<file path="config.mk">
export PLATFORM = sky130hd
export DESIGN_NAME = alu_status_unit
export DESIGN_NICKNAME = d
export VERILOG_FILES = /design/src/rtl/alu_status_pkg.sv /design/src/rtl/alu_operand_sel.sv /design/src/rtl/alu_adder.sv /design/src/rtl/alu_logic_unit.sv /design/src/rtl/alu_status_unit.sv
export SDC_FILE = /design/constraint.sdc
export NUM_CORES = 1
export LEC_CHECK = 0
export BUFFER_PORTS_ARGS = -buffer_cell sky130_fd_sc_hd__buf_2
export CORE_MARGIN = 4
export CORE_UTILIZATION = 40
export DETAILED_ROUTE_END_ITERATION = 7
export SETUP_SLACK_MARGIN = 0.4
export SLEW_MARGIN = 20
export SYNTH_ARGS = -nofsm -noshare
export SYNTH_HDL_FRONTEND = slang
export SYNTH_SLANG_ARGS = --single-unit
</file>
<file path="constraint.sdc">
create_clock -name clk -period 3.6 [get_ports clk]
set_input_delay 0.54 -clock clk [delete_from_list [all_inputs] [get_ports clk]]
set_output_delay 0.54 -clock clk [all_outputs]
set_load 0.005 [all_outputs]
</file>
<file path="src/rtl/alu_status_pkg.sv">
package alu_status_pkg;

    typedef enum logic [3:0] {
        OP_ADD   = 4'd0,
        OP_ADDC  = 4'd1,
        OP_SUB   = 4'd2,
        OP_SUBB  = 4'd3,
        OP_RSUB  = 4'd4,
        OP_RSUBB = 4'd5,
        OP_AND   = 4'd6,
        OP_OR    = 4'd7,
        OP_XOR   = 4'd8,
        OP_MOVE  = 4'd9,
        OP_RRC   = 4'd10,
        OP_RLC   = 4'd11
    } op_e;

    localparam logic [3:0] OP_LAST = 4'd11;

    typedef struct packed {
        logic n;
        logic ov;
        logic z;
        logic dc;
        logic c;
    } flags_t;

endpackage

</file>
<file path="src/rtl/alu_operand_sel.sv">
module alu_operand_sel
    import alu_status_pkg::*;
#(
    parameter int WIDTH = 8
) (
    input  op_e              op,
    input  logic [WIDTH-1:0] f_val,
    input  logic [WIDTH-1:0] w_val,
    input  logic             c_flag,
    output logic [WIDTH-1:0] x_opnd,
    output logic [WIDTH-1:0] y_opnd,
    output logic             carry_in,
    output logic             is_arith,
    output logic             is_legal
);

    always_comb begin
        x_opnd   = f_val;
        y_opnd   = w_val;
        carry_in = 1'b0;
        is_arith = 1'b1;
        is_legal = (op <= OP_LAST);
        unique case (op)
            OP_ADD:   ;
            OP_ADDC:  carry_in = c_flag;
            OP_SUB: begin
                y_opnd   = ~w_val;
                carry_in = 1'b1;
            end
            OP_SUBB: begin
                y_opnd   = ~w_val;
                carry_in = c_flag;
            end
            OP_RSUB: begin
                x_opnd   = w_val;
                y_opnd   = ~f_val;
                carry_in = 1'b1;
            end
            OP_RSUBB: begin
                x_opnd   = w_val;
                y_opnd   = ~f_val;
                carry_in = c_flag;
            end
            default:  is_arith = 1'b0;
        endcase
    end

endmodule

</file>
<file path="src/rtl/alu_adder.sv">
module alu_adder #(
    parameter int WIDTH = 8,
    parameter int DIGIT = 4
) (
    input  logic [WIDTH-1:0] x_opnd,
    input  logic [WIDTH-1:0] y_opnd,
    input  logic             carry_in,
    output logic [WIDTH-1:0] sum,
    output logic             carry_out,
    output logic             digit_carry,
    output logic             overflow
);

    localparam int MSB = WIDTH - 1;

    logic [WIDTH:0] full_sum;

    assign full_sum  = {1'b0, x_opnd} + {1'b0, y_opnd} + {{WIDTH{1'b0}}, carry_in};
    assign sum       = full_sum[MSB:0];
    assign carry_out = full_sum[WIDTH];
    assign overflow  = (x_opnd[MSB] == y_opnd[MSB]) && (full_sum[MSB] != x_opnd[MSB]);

    generate
        if (DIGIT > 0 && DIGIT < WIDTH) begin : g_digit
            logic [DIGIT:0] low_sum;
            assign low_sum     = {1'b0, x_opnd[DIGIT-1:0]} + {1'b0, y_opnd[DIGIT-1:0]}
                               + {{DIGIT{1'b0}}, carry_in};
            assign digit_carry = low_sum[DIGIT];
        end else begin : g_no_digit
            assign digit_carry = 1'b0;
        end
    endgenerate

endmodule

</file>
<file path="src/rtl/alu_logic_unit.sv">
module alu_logic_unit
    import alu_status_pkg::*;
#(
    parameter int WIDTH = 8
) (
    input  op_e              op,
    input  logic [WIDTH-1:0] f_val,
    input  logic [WIDTH-1:0] w_val,
    input  logic             c_flag,
    output logic [WIDTH-1:0] result,
    output logic             shift_out,
    output logic             is_rotate
);

    always_comb begin
        result    = f_val;
        shift_out = c_flag;
        is_rotate = 1'b0;
        case (op)
            OP_AND:  result = f_val & w_val;
            OP_OR:   result = f_val | w_val;
            OP_XOR:  result = f_val ^ w_val;
            OP_RRC: begin
                result    = {c_flag, f_val[WIDTH-1:1]};
                shift_out = f_val[0];
                is_rotate = 1'b1;
            end
            OP_RLC: begin
                result    = {f_val[WIDTH-2:0], c_flag};
                shift_out = f_val[WIDTH-1];
                is_rotate = 1'b1;
            end
            default: result = f_val;
        endcase
    end

endmodule

</file>
<file path="src/rtl/alu_status_unit.sv">
module alu_status_unit
    import alu_status_pkg::*;
#(
    parameter int WIDTH = 8,
    parameter int DIGIT = 4
) (
    input  logic             clk,
    input  logic             rst_n,
    input  logic             op_valid,
    input  logic [3:0]       op_code,
    input  logic             dest,
    input  logic [WIDTH-1:0] f_data,
    output logic [WIDTH-1:0] wreg_out,
    output logic [4:0]       flags_out,
    output logic             f_wr_en,
    output logic [WIDTH-1:0] f_wr_data
);

    typedef struct packed {
        logic [WIDTH-1:0] wreg;
        flags_t           flags;
        logic             wr_en;
        logic [WIDTH-1:0] wr_data;
    } state_t;

    state_t st_d, st_q;

    op_e              op;
    logic [WIDTH-1:0] x_opnd, y_opnd, add_sum, logic_res, result;
    logic             carry_in, is_arith, is_legal;
    logic             add_c, add_dc, add_ov;
    logic             shift_out, is_rotate;

    assign op = op_e'(op_code);

    alu_operand_sel #(.WIDTH(WIDTH)) u_sel (
        .op       (op),
        .f_val    (f_data),
        .w_val    (st_q.wreg),
        .c_flag   (st_q.flags.c),
        .x_opnd   (x_opnd),
        .y_opnd   (y_opnd),
        .carry_in (carry_in),
        .is_arith (is_arith),
        .is_legal (is_legal)
    );

    alu_adder #(.WIDTH(WIDTH), .DIGIT(DIGIT)) u_add (
        .x_opnd      (x_opnd),
        .y_opnd      (y_opnd),
        .carry_in    (carry_in),
        .sum         (add_sum),
        .carry_out   (add_c),
        .digit_carry (add_dc),
        .overflow    (add_ov)
    );

    alu_logic_unit #(.WIDTH(WIDTH)) u_logic (
        .op        (op),
        .f_val     (f_data),
        .w_val     (st_q.wreg),
        .c_flag    (st_q.flags.c),
        .result    (logic_res),
        .shift_out (shift_out),
        .is_rotate (is_rotate)
    );

    assign result = is_arith ? add_sum : logic_res;

    always_comb begin
        st_d       = st_q;
        st_d.wr_en = 1'b0;
        if (op_valid && is_legal) begin
            st_d.flags.n = result[WIDTH-1];
            st_d.flags.z = (result == '0);
            if (is_arith) begin
                st_d.flags.c  = add_c;
                st_d.flags.dc = add_dc;
                st_d.flags.ov = add_ov;
            end else if (is_rotate) begin
                st_d.flags.c = shift_out;
            end
            if (dest) begin
                st_d.wr_en   = 1'b1;
                st_d.wr_data = result;
            end else begin
                st_d.wreg = result;
            end
        end
    end

    always_ff @(posedge clk) begin
        if (!rst_n) begin
            st_q <= '0;
        end else begin
            st_q <= st_d;
        end
    end

    assign wreg_out  = st_q.wreg;
    assign flags_out = st_q.flags;
    assign f_wr_en   = st_q.wr_en;
    assign f_wr_data = st_q.wr_data;

endmodule

</file>
Yosys cells after proc, flatten, opt, wreduce, memory -nomap -nowiden
Cells that the tools add are included.
{"block": "op_classes", "mux": 11, "n_addsub": 4, "n_reduce_logical": 17, "bitwise": 6, "magnitude_cmp": 1, "eq_ne": 12}
{"cell": "$pmux W8 S5", "n": 1}
{"cell": "$eq A4 B3 Y1 const B", "n": 4}
{"cell": "$mux W8", "n": 2}
{"cell": "$not A8 Y8", "n": 2}
{"cell": "$pmux W8 S2", "n": 1}
{"cell": "$eq A4 B4 Y1 const B", "n": 3}
{"cell": "$add A8 B8 Y9", "n": 1}
{"cell": "$add A9 B1 Y9", "n": 1}
{"cell": "$mux W9", "n": 1}
{"cell": "$and A8 B8 Y8", "n": 1}
{"cell": "$eq A4 B2 Y1 const B", "n": 2}
{"cell": "$logic_not A8 Y1", "n": 1}
{"cell": "$or A8 B8 Y8", "n": 1}
{"cell": "$reduce_and A2 Y1", "n": 4}
{"cell": "$reduce_or A2 Y1", "n": 4}
{"cell": "$xor A8 B8 Y8", "n": 1}
{"cell": "$reduce_or A6 Y1", "n": 1}
{"cell": "$add A4 B4 Y5", "n": 1}
{"cell": "$add A5 B1 Y5", "n": 1}
{"cell": "$eq A4 B1 Y1 const B", "n": 1}
{"cell": "$le A4 B4 Y1 const B", "n": 1}
{"cell": "$logic_not A4 Y1", "n": 1}
{"cell": "$mux W1", "n": 4}
{"cell": "$pmux W1 S2", "n": 2}
{"cell": "8 further kinds", "n": 9}
{"block": "word_totals", "wordCells": 59, "out_inout_bits": 22, "register_bits": 22, "input_bits": 16}

Logic depth before layout (Yosys ltp)
Gate-level depths: netlist of the first run.
{"block": "logic_depth", "depth_word": 7, "ltp_mapped": 16, "depth_no_buf": 14}

By module
From an unflattened synthesis of the first run, not the netlist that was laid out.
{"block": "unflattened", "hier_cells": 294, "area_unflattened_um2": 2506.2}
{"mod": "alu_status_unit", "seq_area_each_um2": 440.4, "area_per_inst_um2": 914.6, "cells_per_inst": 96, "n_inst": 1}
{"mod": "alu_logic_unit", "seq_area_each_um2": 0.0, "area_per_inst_um2": 769.5, "cells_per_inst": 94, "n_inst": 1}
{"mod": "alu_operand_sel", "seq_area_each_um2": 0.0, "area_per_inst_um2": 503.0, "cells_per_inst": 67, "n_inst": 1}
{"mod": "alu_adder", "seq_area_each_um2": 0.0, "area_per_inst_um2": 319.1, "cells_per_inst": 37, "n_inst": 1}

Worst setup path before layout of the first run
OpenSTA, ideal clock, no wires.
{"block": "synth_path", "path_kind": "input -> register", "start": "in op_code[1]", "end": "reg st_q (netlist bit flags_out[2])", "path_slack_ps": 31, "arrival_ps": 3485, "setup_time_ps": 84, "path_stages": 16, "required_time_ps": 3516, "n_path_buf": 3, "cell_sequence": "buf_2 buf_2 buf_2 nor2_1 nor2_1 o221ai_1 fa_1 inv_1 fa_1 a21o_1 a21o_1 a2111o_1 a21oi_1 nor3_1 nand4b_1 o31ai_2"}
{"block": "synth_between", "elab_chain_cells": 7, "word_cells_on_any_way": 27, "classes_between": "add/sub: 2; order compare: 1; eq/ne: 10; mux: 6; reduce/logical: 8"}
{"item": "start: declaration", "line_no": "alu_status_unit.sv:10", "rtl": "input logic [3:0] op_code,"}
{"item": "$eq A4 B3 Y1 / $eq A4 B2 Y1 (equally long branches)", "line_no": "alu_operand_sel.sv:23", "rtl": "unique case (op)"}
{"item": "$reduce_or A2 Y1 (no line)"}
{"item": "$pmux W8 S2 / $mux W8 (equally long branches)", "line_no": "alu_operand_sel.sv:23"}
{"item": "$add A8 B8 Y9", "line_no": "alu_adder.sv:18", "rtl": "assign full_sum = {1'b0, x_opnd} + {1'b0, y_opnd} + {{WIDTH{1'b0}}, carry_in};"}
{"item": "$add A9 B1 Y9", "line_no": "alu_adder.sv:18"}
{"item": "$mux W8", "line_no": "alu_status_unit.sv:68", "rtl": "assign result = is_arith ? add_sum : logic_res;"}
{"item": "$logic_not A8 Y1", "line_no": "alu_status_unit.sv:75", "rtl": "st_d.flags.z = (result == '0);"}
{"item": "end signal: assignment", "line_no": "alu_status_unit.sv:96", "rtl": "st_q <= st_d;"}
{"item": "end: declaration", "line_no": "alu_status_unit.sv:26", "rtl": "state_t st_d, st_q;"}
Several ways; a longest one is shown, not always the timed one.
A chain may end at the register's enable or synchronous reset.

Worst setup path in the final report of the first run
{"block": "layout_path", "start": "in op_code[2]", "end": "reg st_q (netlist bit flags_out[2])"}
The elaborated chain is that of the path after synthesis.

==> metrics.md, run 1 <==
| Metric | Value |
|---|---|
| Outcome | completed |
| Seq/Total Area, Yosys | about 18% |
| Slowest-stage cell, CP | a2111o_1 |
| Setup TNS | 0 ns |
| CP cell instances | buf_4, buf_12, nor2_4, nor2_4, o221ai_2, fa_2, inv_2, fa_2, a21o_1, a21o_1, a2111o_1, a21oi_2, nor3_2, nand4b_1, o31ai_2 |
| Initial antenna violation count | 0 |
| Grt ovf | 0 |
| Final period utilization | 85.3% |
| Initial Utilization | between 40 and 50% |
| Power Total | 0.000866 W |
| Final setup vio count | 0 |
| Largest net degree at the start of global routing | 23 |
| Crit Path Class | in -> reg |
| Leading cell type in the layout, fill and taps excluded | nand2_1 |
| Worst path top cell family by delay | compound AO/OA/AOI/OAI gates |
| Syn Area/Cell | ~7.3 µm² |
| Area Growth Syn to Fin | 23.1% |
| Synthesized Nets | approximately 380 |
| Placed cell count | about 440 |
| Worst slew margin | between 30% and 40% |
| Slowest stage delay, CP | 0.43 ns |
| Synth async-reset ratio | 0% |
| Share of layout cells above drive strength 1 | 25.2% |
| Clk buf depth | 2 |
| Leak Pwr | 1.29 nW |
| Die area | roughly 0.0075 mm² |
| CTS tree | yes |
| Gr busiest metal | met2 |
| Synthesized netlist cell count | approximately 340 |
| Routed Antenna Nets | 0 |
| Synth Register Bits | 22 |
| Worst Tran Pin Value | 0.980 ns |
| Worst vdd rail ir drop | 0.000220 V |
| Nets | 423 |
| End-of-flow core utilization | 51.0% |
| Met2 Usage GRT | about a third |
| Crit path time final | 3.07 ns |
| Met1 Usage GRT | a little under a third |
| Yosys cell types | 59 |
| Non-Filler Instances | roughly 460 |
| First-pass GRT wire length | between 10,000 and 15,000 µm |
| Num CTS Buffers | 3 |
| Ys flop type | dfxtp_1 |
| Final hold vios | 0 |
| Clock slew seen by the registers of the worst setup and hold paths | approximately 0.080 ns |
| Port bufs | 37 |
| Vias in the first global route | between 2,000 and 2,500 |
| Buffer and inverter count on the worst path | 3 |
| Area of the core | between 0.005 and 0.006 mm² |
| Total Wirelength | about 8000 µm |
| I/O Pins | 38 |
| Clk sinks | 22 |
| First-pass DRT Iterations | 5 |
| Worst Hold Slack | 0.459 ns |
| Post-synthesis cell area | between 0.002 and 0.0025 mm² |
| Critical Path Source Type | input pin |
| CP required | 3.78 ns |
| CTS Root Cell | clkbuf_8 |
| Clock Latency Late Sink | ~0.26 ns |
| Pwr Density | between 200 and 300 mW/mm² |
| Hold WC Path Type | reg -> reg |
| Final Skew | around 0.0024 ns |
| GPL Wtd Cong | slightly above 0.9 |
| Via density | 5.91 |
| Number of synthesized flops with an enable pin | 0 |
| Max-Cap Viols | 0 |
| H-tree levels | 1 |
| Dpl hpwl | between 5000 and 6000 µm |
| Iter 0 DRT Violations | 233 |
| Yosys warnings | 0 |
| Slew Viols, Final | 0 |
| Wire per inst | between 15 and 20 µm |
| Max Fclk | 326 MHz |
| Inserted Diodes | 0 |
| Rows | 28 |
| Die width | about 86 µm |
| CP Capture Type | flip-flop |
| Global Route Usage Sum | around a fifth |
| CP max FO | 5 |
| Most frequent cells in the layout | 49 x nand2_1, 34 x buf_2, 28 x nor2_1 |
| RSZ-0062 raised after global routing | no |
| Die height | approximately 86 µm |
| Residual DRC | 0 |
| Arr. time, crit path | between 3 and 4 ns |
| Met3 Track Usage GR | ~3.1% |
| Vias | between 2,000 and 3,000 |
what timing repair did:
action	CTS	global route
resized for setup	0	18
setup buffers	0	8
endpoints found under the setup margin	0	8
endpoints found under the hold margin	0	0
hold buffers	0	0
worst min-delay path: cells and delay by family (launching register included):
| family | cells | cell delay (ns) |
|---|---|---|
| AOI/OAI and AO/OA | 1 | 0.05 |
| DFF | 1 | 0.31 |
| and+or+nand+nor | 1 | 0.05 |
synthesized netlist by cell type, types with 2 or more instances:
master	instances	area [µm²]
dfxtp_1	22	440
xor2_1	4	35.0
nor2b_1	9	56.3
nand2b_1	5	31.3
a211oi_1	10	75.1
a2bb2oi_1	6	52.6
nand2_1	50	188
a21oi_1	20	100
a21o_1	4	30.0
o211ai_1	8	60.1
o221ai_1	3	26.3
buf_6	2	22.5
nor2_1	31	116
ha_1	23	288
o21ai_1	4	20.0
a22oi_1	2	15.0
nand3_1	2	10.0
a21boi_0	2	15.0
o21ai_0	24	120
and3_1	2	12.5
a31oi_1	2	12.5
inv_2	2	7.51
buf_2	9	45.0
xnor2_1	2	17.5
fa_1	2	40.0
mux2i_1	6	60.1
clkbuf_1	8	30.0
nor3_1	9	45.0
o22ai_1	9	56.3
a221oi_1	4	35.0
and2_1	4	25.0
inv_1	18	67.6
o2bb2ai_1	2	17.5
buf_4	2	15.0
registers in the layout (all words and copies together) (netlist names):
name and flops:
f_wr_data 8, f_wr_en 1, flags_out 5, wreg_out 8
layer usage:
| layer | routed length [µm] | vias up |
|---|---|---|
| li1 | - | 1314 |
| met1 | 3750 | 1270 |
| met2 | 3600 | 104 |
| met3 | 576 | 6 |
| met4 | 107 | 0 |
| met5 | 0 | - |
through the flow:
stage / area (µm²) / setup WS (ns)
2_1_floorplan: 2520 / 0.332
3_3_place_gp: 2790 / 0.239
3_5_place_dp: 2790 / 0.165
4_1_cts: 2850 / 0.416
5_1_grt: 3020 / 0.394
6_report: 3020 / 0.530
worst paths after layout:
kind	startpoint	to	slack [ns]	cells after the start
hold / removal	f_wr_data[6]$_SDFFE_PN0P_	f_wr_data[6]$_SDFFE_PN0P_	0.46	2
hold reg to reg	f_wr_data[6]$_SDFFE_PN0P_	f_wr_data[6]$_SDFFE_PN0P_	0.46	2
setup / recovery	op_code[2]	flags_out[2]$_SDFFE_PN0P_	0.53	15
setup reg to reg	wreg_out[0]$_SDFFE_PN0P_	flags_out[2]$_SDFFE_PN0P_	0.60	11
kinds of logic after synthesis:
kind of cell / count (synthesis) / synth area share, %
and+or+nand+nor: 122 / 23.5
buffers and inverters: 41 / 7.65
DFF: 22 / 17.9
muxes: 6 / 2.45
adders and majority gates: 25 / 13.4
xor gates and xnor gates: 6 / 2.14
AOI/OAI and AO/OA: 115 / 33.0
where the power goes:
part | switching, W | internal [W]
clock network | 0.0000776 | 0.0000974
registers | 0.0000185 | 0.000259
logic | 0.000229 | 0.000185
cell type report:
type,instances,area (µm²)
Fill cell,607,2900
Timing Repair Buffer,61,437
Tap cell,75,93.8
Clock buffer,4,55.1
Sequential cell,22,440
Multi-Input combinational cell,274,1920
Inverter,20,75.1
No activity file was read; power rests on OpenSTA's default activity.
==> run 2: changes to the inputs <==
Settings changed: ABC_AREA set to 1.
==> metrics.md, run 2 <==
| Metric | Value |
|---|---|
| Number of cells on the worst reg-to-reg path | 12 |
| Placed cell count | 498 |
| First-pass DRT Iterations | 5 |
| Die width | 85.7 µm |
| Post-synthesis cell area | between 0.002 and 0.0025 mm² |
| Internal | 0.000521 W |
| Final hold vios | 0 |
| Slowest stage delay, CP | roughly 0.42 ns |
| Worst Tran Pin Value | around 0.78 ns |
| Inserted Diodes | 0 |
| Clk buf depth | 2 |
| Hold path start | f_wr_data[7]$_SDFFE_PN0P_ |
| CP max FO | 26 |
| CTS Root Cell | clkbuf_8 |
| Num CTS Buffers | 3 |
| CP required | roughly 3.8 ns |
| Leak Pwr | between 1.5 and 2 nW |
| Synth async-reset ratio | 0% |
| Crit Path Class | in -> reg |
| Share of layout cells above drive strength 1 | 16.4% |
| Reg2reg setup slack | between 1 and 1.5 ns |
| Yosys cell types | 39 |
| Syn Area/Cell | between 6 and 7 µm² |
| DP Worst Slack | between 0.3 and 0.4 ns |
| CP cell instances | buf_2, inv_2, nor2_8, nand2_8, nand2_1, inv_1, a21oi_1, fa_1, inv_1, fa_1, or2_2, nand3_1, a21boi_2, nand3_1, nor2_1, nand2_1, a21oi_2 |
| I/O Pins | 38 |
| RSZ-0062 raised after global routing | no |
| Buffer and inverter count on the worst path | 4 |
| Iter 0 DRT Violations | approximately 190 |
| Worst slew margin | 48.1% |
| H-tree levels | 1 |
| Area of the core | between 0.005 and 0.006 mm² |
| GPL Wtd Cong | roughly 0.93 |
| Max Fclk | 343 MHz |
| Sw Share | roughly 37% |
| Total Wirelength | between 7000 and 8000 µm |
| Final worst slack | 0.688 ns |
| Area Growth Syn to Fin | 14.0% |
| Slew Viols, Final | 0 |
| Commonest cells post-synth | 107 x nand2_1, 68 x inv_1, 40 x nand3_1 |
| Arr. time, crit path | roughly 3.1 ns |
| Number of synthesized flops with an enable pin | 0 |
| Synth area leaders | dfxtp_1 18%, nand2_1 17%, ha_1 12% |
| Hold Path End | f_wr_data[7]$_SDFFE_PN0P_ |
| Vias | 2,565 |
| Grt ovf | 0 |
| Outcome | completed |
| Residual DRC | 0 |
| Setup TNS | 0 ns |
| Initial Utilization | 41.1% |
| Critical R2R Capture | flags_out[2]$_SDFFE_PN0P_ |
| Leading cell type in the layout, fill and taps excluded | nand2_1 |
| Sw power | ~0.0003 W |
| Crit path time final | 2.91 ns |
| Final setup vio count | 0 |
| Most frequent cells in the layout | 107 x nand2_1, 68 x inv_1, 40 x nand3_1 |
| Vias in the first global route | 2,369 |
| End-of-flow core utilization | between 40% and 50% |
| Nets | between 400 and 500 |
| Non-Filler Instances | between 500 and 600 |
| Area leader, netlist | dfxtp_1 |
| Synth Register Bits | 22 |
| Hold WC Path Type | reg -> reg |
| Seq/Total Area, Yosys | 18.2% |
| Synthesized netlist cell count | 391 |
| Clk sinks | 22 |
| Wire per inst | around 14 µm |
| Routed Antenna Nets | 0 |
| Clock Latency Late Sink | 0.27 ns |
| Max-Cap Viols | 0 |
| Ys flop type | dfxtp_1 |
| Final period utilization | 80.9% |
| CTS tree | yes |
| Synthesized Nets | between 400 and 500 |
| Post-CTS Hold Fix Bufs | 0 |
| Sequential share of power | between 30% and 40% |
| FILL cells | ~670 |
| Clock slew seen by the registers of the worst setup and hold paths | ~0.090 ns |
| Initial antenna violation count | 0 |
| Yosys warnings | 0 |
| Synth top area share | 18.2% |
| Die height | about 86 µm |
| First-pass GRT wire length | ~12,000 µm |
| Power Total | approximately 0.0008 W |
| Critical Path Source Type | input pin |
| Via density | 5.11 |
| CP Capture Type | flip-flop |
| Largest net degree at the start of global routing | 27 |
| Die area | between 0.007 and 0.008 mm² |
| Dpl hpwl | 5740 µm |
| Clock share of power | between 20% and 30% |
| Hold depth | 2 |
| R2r startpoint | wreg_out[0]$_SDFFE_PN0P_ |
| Slowest-stage cell, CP | fa_1 |
| Worst vdd rail ir drop | 0.000211 V |
| Worst path top cell family by delay | simple AND/OR/NAND/NOR gates |
| Combinational share of power | 38.8% |
| Top-count cell post-synth | nand2_1 |
| Global Route Usage Sum | approximately 20% |
| Rows | 28 |
| Port bufs | 37 |
| Final Skew | 0.00891 ns |
| Pwr Density | around 300 mW/mm² |
==> run 2: cell types whose count changed after synthesis, sizes merged, moves of 6 or more <==
cell | before | now
buf | 13 | 4
nand3 | 3 | 41
o22ai | 9 | 1
a2bb2oi | 7 | 0
nand2 | 50 | 114
inv | 20 | 73
a211oi | 10 | 0
nor3 | 10 | 0
mux2i | 6 | 0
nor2b | 10 | 0
==> run 2: worst min-delay path: stages, from the launching register on <==
cell and delay, ns:
dfxtp_1 0.32, nand3_1 0.07, nand2_1 0.05
==> run 2: layout make-up <==
type / count / area (µm²) / share of cell area [%]
Inverter: 75 / 284 / 10.3
Timing Repair Buffer: 40 / 208 / 7.54
Sequential cell: 22 / 440 / 16.0
Multi-Input combinational cell: 286 / 1660 / 60.2
Clock buffer: 3 / 41.3 / 1.50
Clock inverter: 1 / 30.0 / 1.09
Tap cell: 75 / 93.8 / 3.41
==> run 2: per-layer routing <==
layer | vias to the layer above | share of wire, % | GRT usage, %
met4 | 0 | 1.2 | 4.46
met5 | - | 0 | 0
met3 | 6 | 5.0 | 2.59
li1 | 1336 | - | -
met2 | 71 | 44 | 32.3
met1 | 1152 | 50 | 28.5
==> run 2: worst max path at each step <==
| stage | start | endpoint | slack, ns | cells past startpoint |
|---|---|---|---|---|
| floorplan | op_code[2] | flags_out[2]$_SDFFE_PN0P_ | 0.47 | 17 |
| global placement | op_code[2] | flags_out[2]$_SDFFE_PN0P_ | 0.47 | 17 |
| detailed placement | op_code[2] | flags_out[2]$_SDFFE_PN0P_ | 0.35 | 17 |
| CTS | op_code[2] | flags_out[2]$_SDFFE_PN0P_ | 0.63 | 17 |
| global route | op_code[2] | flags_out[2]$_SDFFE_PN0P_ | 0.42 | 17 |
| finish | op_code[2] | flags_out[2]$_SDFFE_PN0P_ | 0.69 | 17 |
==> run 2: repair_timing <==
action / in CTS / in global routing
gates resized for setup: 0 / 1
setup endpoints to repair: 0 / 1
buffers inserted: 0 / 0
==> run 2: cells by family after synthesis <==
kind of cell / Yosys count / synth area share [%]
flip-flops: 22 / 18.2
AND/OR/NAND/NOR: 190 / 36.0
adder cells (fa/ha/maj): 25 / 13.6
AO/OA/AOI/OAI: 71 / 18.7
buffers and inverters: 83 / 13.5
==> run 2: through the flow <==
| stage | area [µm²] | hold WS (ns) |
|---|---|---|
| after floorplan | 2420 | 0.464 |
| after detailed placement | 2680 | 0.468 |
| after CTS | 2750 | 0.484 |
| after global placement | 2680 | 0.468 |
| final | 2760 | 0.477 |
| after global routing | 2760 | 0.501 |
==> run 2: power groups by stage <==
| stage | Clock, W | Combinational [W] | Sequential, W |
|---|---|---|---|
| global placement | 0 | 0.000313 | 0.000278 |
| CTS | 0.000237 | 0.000316 | 0.000272 |
| finish | 0.000233 | 0.000320 | 0.000272 |
| detailed placement | 0 | 0.000315 | 0.000278 |
| floorplan | 0 | 0.000219 | 0.000276 |
| global route | 0.000250 | 0.000365 | 0.000275 |
==> run 3: changes to the inputs <==
Clock period 3.6 ns to 2.8 ns, I/O delays scaled along.
==> metrics.md, run 3 (synthesis results as in run 2) <==
| Metric | Value |
|---|---|
| Worst Tran Pin Value | 0.534 ns |
| Crit path time final | 2.51 ns |
| Initial Utilization | between 40 and 50% |
| Arr. time, crit path | ~2.7 ns |
| Buffer and inverter count on the worst path | 6 |
| Worst path top cell family by delay | simple AND/OR/NAND/NOR gates |
| First-pass GRT wire length | about 12,000 µm |
| Non-Filler Instances | ~530 |
| Slew Viols, Final | 0 |
| Most frequent CP cell | inv_2 |
| H-tree levels | 1 |
| Final hold vios | 0 |
| Outcome | completed |
| Inserted Diodes | 0 |
| Grt ovf | 0 |
| Clk buf depth | 2 |
| Dpl hpwl | around 5600 µm |
| Num CTS Buffers | 3 |
| Total Wirelength | about 7000 µm |
| Die height | 85.7 µm |
| Hold WC Path Type | reg -> reg |
| Nets | roughly 500 |
| Combinational share of power | just under 50% |
| Global Route Usage Sum | around a fifth |
| CP Capture Type | flip-flop |
| Slowest stage delay, CP | 0.37 ns |
| Initial antenna violation count | 0 |
| Post-CTS Hold Fix Bufs | 0 |
| Setup TNS | 0 ns |
| Leak Pwr | approximately 1.8 nW |
| Worst vdd rail ir drop | approximately 0.00029 V |
| Share of layout cells above drive strength 1 | between 20 and 30% |
| Pwr Density | about 350 mW/mm² |
| Wire per inst | 13.5 µm |
| CP required | 3.01 ns |
| FILL cells | around 620 |
| Sw power | around 0.00044 W |
| Critical Path Source Type | input pin |
| Vias | 2,633 |
| CP max FO | 4 |
| Rows | 28 |
| Design area | between 0.003 and 0.004 mm² |
| Multi-input logic area | 0.00183 mm² |
| Placed cell count | about 520 |
| Clk sinks | 22 |
| CP cell instances | buf_8, buf_12, inv_16, nand2_8, nor2_4, inv_2, nand2_4, inv_2, nor2_1, a31oi_1, fa_2, inv_2, fa_2, or2_4, nand3_2, a21boi_4, nand3_2, nor2_1, nand2_1, a21oi_2 |
| Sw Share | approximately two fifths |
| Via density | between 4 and 5 |
| Most frequent cells in the layout | 97 x nand2_1, 63 x inv_1, 34 x buf_2 |
| Die width | 85.7 µm |
| CTS tree | yes |
| Slowest-stage cell, CP | fa_2 |
| Final Skew | around 0.0053 ns |
| Register area | 440 µm² |
| CTS Root Cell | clkbuf_8 |
| Final period utilization | between 80% and 90% |
| RSZ-0062 raised after global routing | yes |
| Iter 0 DRT Violations | between 150 and 200 |
| Die area | ~0.0073 mm² |
| Area of the core | around 0.0059 mm² |
| Routed Antenna Nets | 0 |
| Internal | just under 0.0007 W |
| First-pass DRT Iterations | 4 |
| Max Fclk | roughly 400 MHz |
| Clock share of power | approximately a fifth |
| Worst slew margin | between 60 and 70% |
| Clock Latency Late Sink | 0.27 ns |
| Vias in the first global route | 2,477 |
| Crit Path Class | in -> reg |
| DP Area | approximately 0.0029 mm² |
| Final setup vio count | 0 |
| Max-Cap Viols | 0 |
| GPL Wtd Cong | between 0.9 and 1 |
| Leading cell type in the layout, fill and taps excluded | nand2_1 |
| Sequential share of power | between 30% and 40% |
| Largest net degree at the start of global routing | 18 |
| Clock slew seen by the registers of the worst setup and hold paths | 0.08 ns |
| Port bufs | 37 |
| Worst Hold Slack | 0.474 ns |
| Area Growth Syn to Fin | 33.8% |
| I/O Pins | 38 |
| Residual DRC | 0 |
[run 3: cell types whose count changed in the layout (fill, tap and decap cells not counted), moves of 5 or more]
| cell | change |
|---|---|
| buf_4 | +24 |
| nand2_1 | -10 |
| nand2_2 | +9 |
| nand3_1 | -9 |
| nand3_2 | +7 |
| buf_6 | +6 |
| o21ai_0 | -6 |
| a21oi_1 | -5 |
| inv_1 | -5 |
[run 3: final cells by class]
| class | instances | share of cell area, % |
|---|---|---|
| multi-input combinational | 286 | 56.5 |
| timing repair buffer | 70 | 15.3 |
| sequential | 22 | 13.6 |
| inverter | 75 | 9.91 |
| tap | 75 | 2.90 |
| clock buffer | 4 | 1.70 |
[run 3: path summary, 6_finish.rpt]
path	from	endpoint	slack [ns]	depth (start not counted)
worst max-delay path	op_code[3]	flags_out[2]$_SDFFE_PN0P_	0.29	20
worst min-delay path	f_wr_data[7]$_SDFFE_PN0P_	f_wr_data[7]$_SDFFE_PN0P_	0.47	2
worst max register to register	wreg_out[0]$_SDFFE_PN0P_	flags_out[2]$_SDFFE_PN0P_	0.44	12
worst min register to register	f_wr_data[7]$_SDFFE_PN0P_	f_wr_data[7]$_SDFFE_PN0P_	0.47	2
[run 3: per-layer routing]
metal / global-route usage (%) / share of wire (%) / wire [µm] / up-vias
li1: - / - / - / 1398
met1: 27.3 / 48 / 3440 / 1168
met2: 33.5 / 45 / 3270 / 58
met3: 1.83 / 5.1 / 364 / 9
met4: 4.60 / 1.5 / 108 / 0
met5: 0 / 0 / 0 / -
[run 3: tightest hold or removal path, cell delays in order, from the launching register on]
cell and delay, ns:
dfxtp_1 0.31, nand3_1 0.07, nand2_1 0.05
[run 3: through the flow]
step,total power (W),setup slack (ns),utilization (%)
2_1_floorplan,0.000651,0.239,-
3_3_place_gp,0.000814,-0.107,49.9
3_5_place_dp,0.000817,-0.120,49.9
4_1_cts,0.00107,0.269,52.2
5_1_grt,0.00121,0.148,54.9
6_report,0.00113,0.289,54.9
[run 3: what timing repair did]
action,4_1_cts,5_1_grt
buffers inserted,3,6
setup endpoints to repair,15,18
resized for setup,16,31
pin swaps,17,16
[run 3: power by group through the flow]
| stage | combinational, W | sequential [W] | clock, W |
|---|---|---|---|
| after floorplan | 0.000296 | 0.000355 | 0 |
| after global placement | 0.000457 | 0.000357 | 0 |
| after detailed placement | 0.000460 | 0.000357 | 0 |
| after CTS | 0.000484 | 0.000350 | 0.000238 |
| after global routing | 0.000604 | 0.000354 | 0.000256 |
| final | 0.000544 | 0.000350 | 0.000235 |
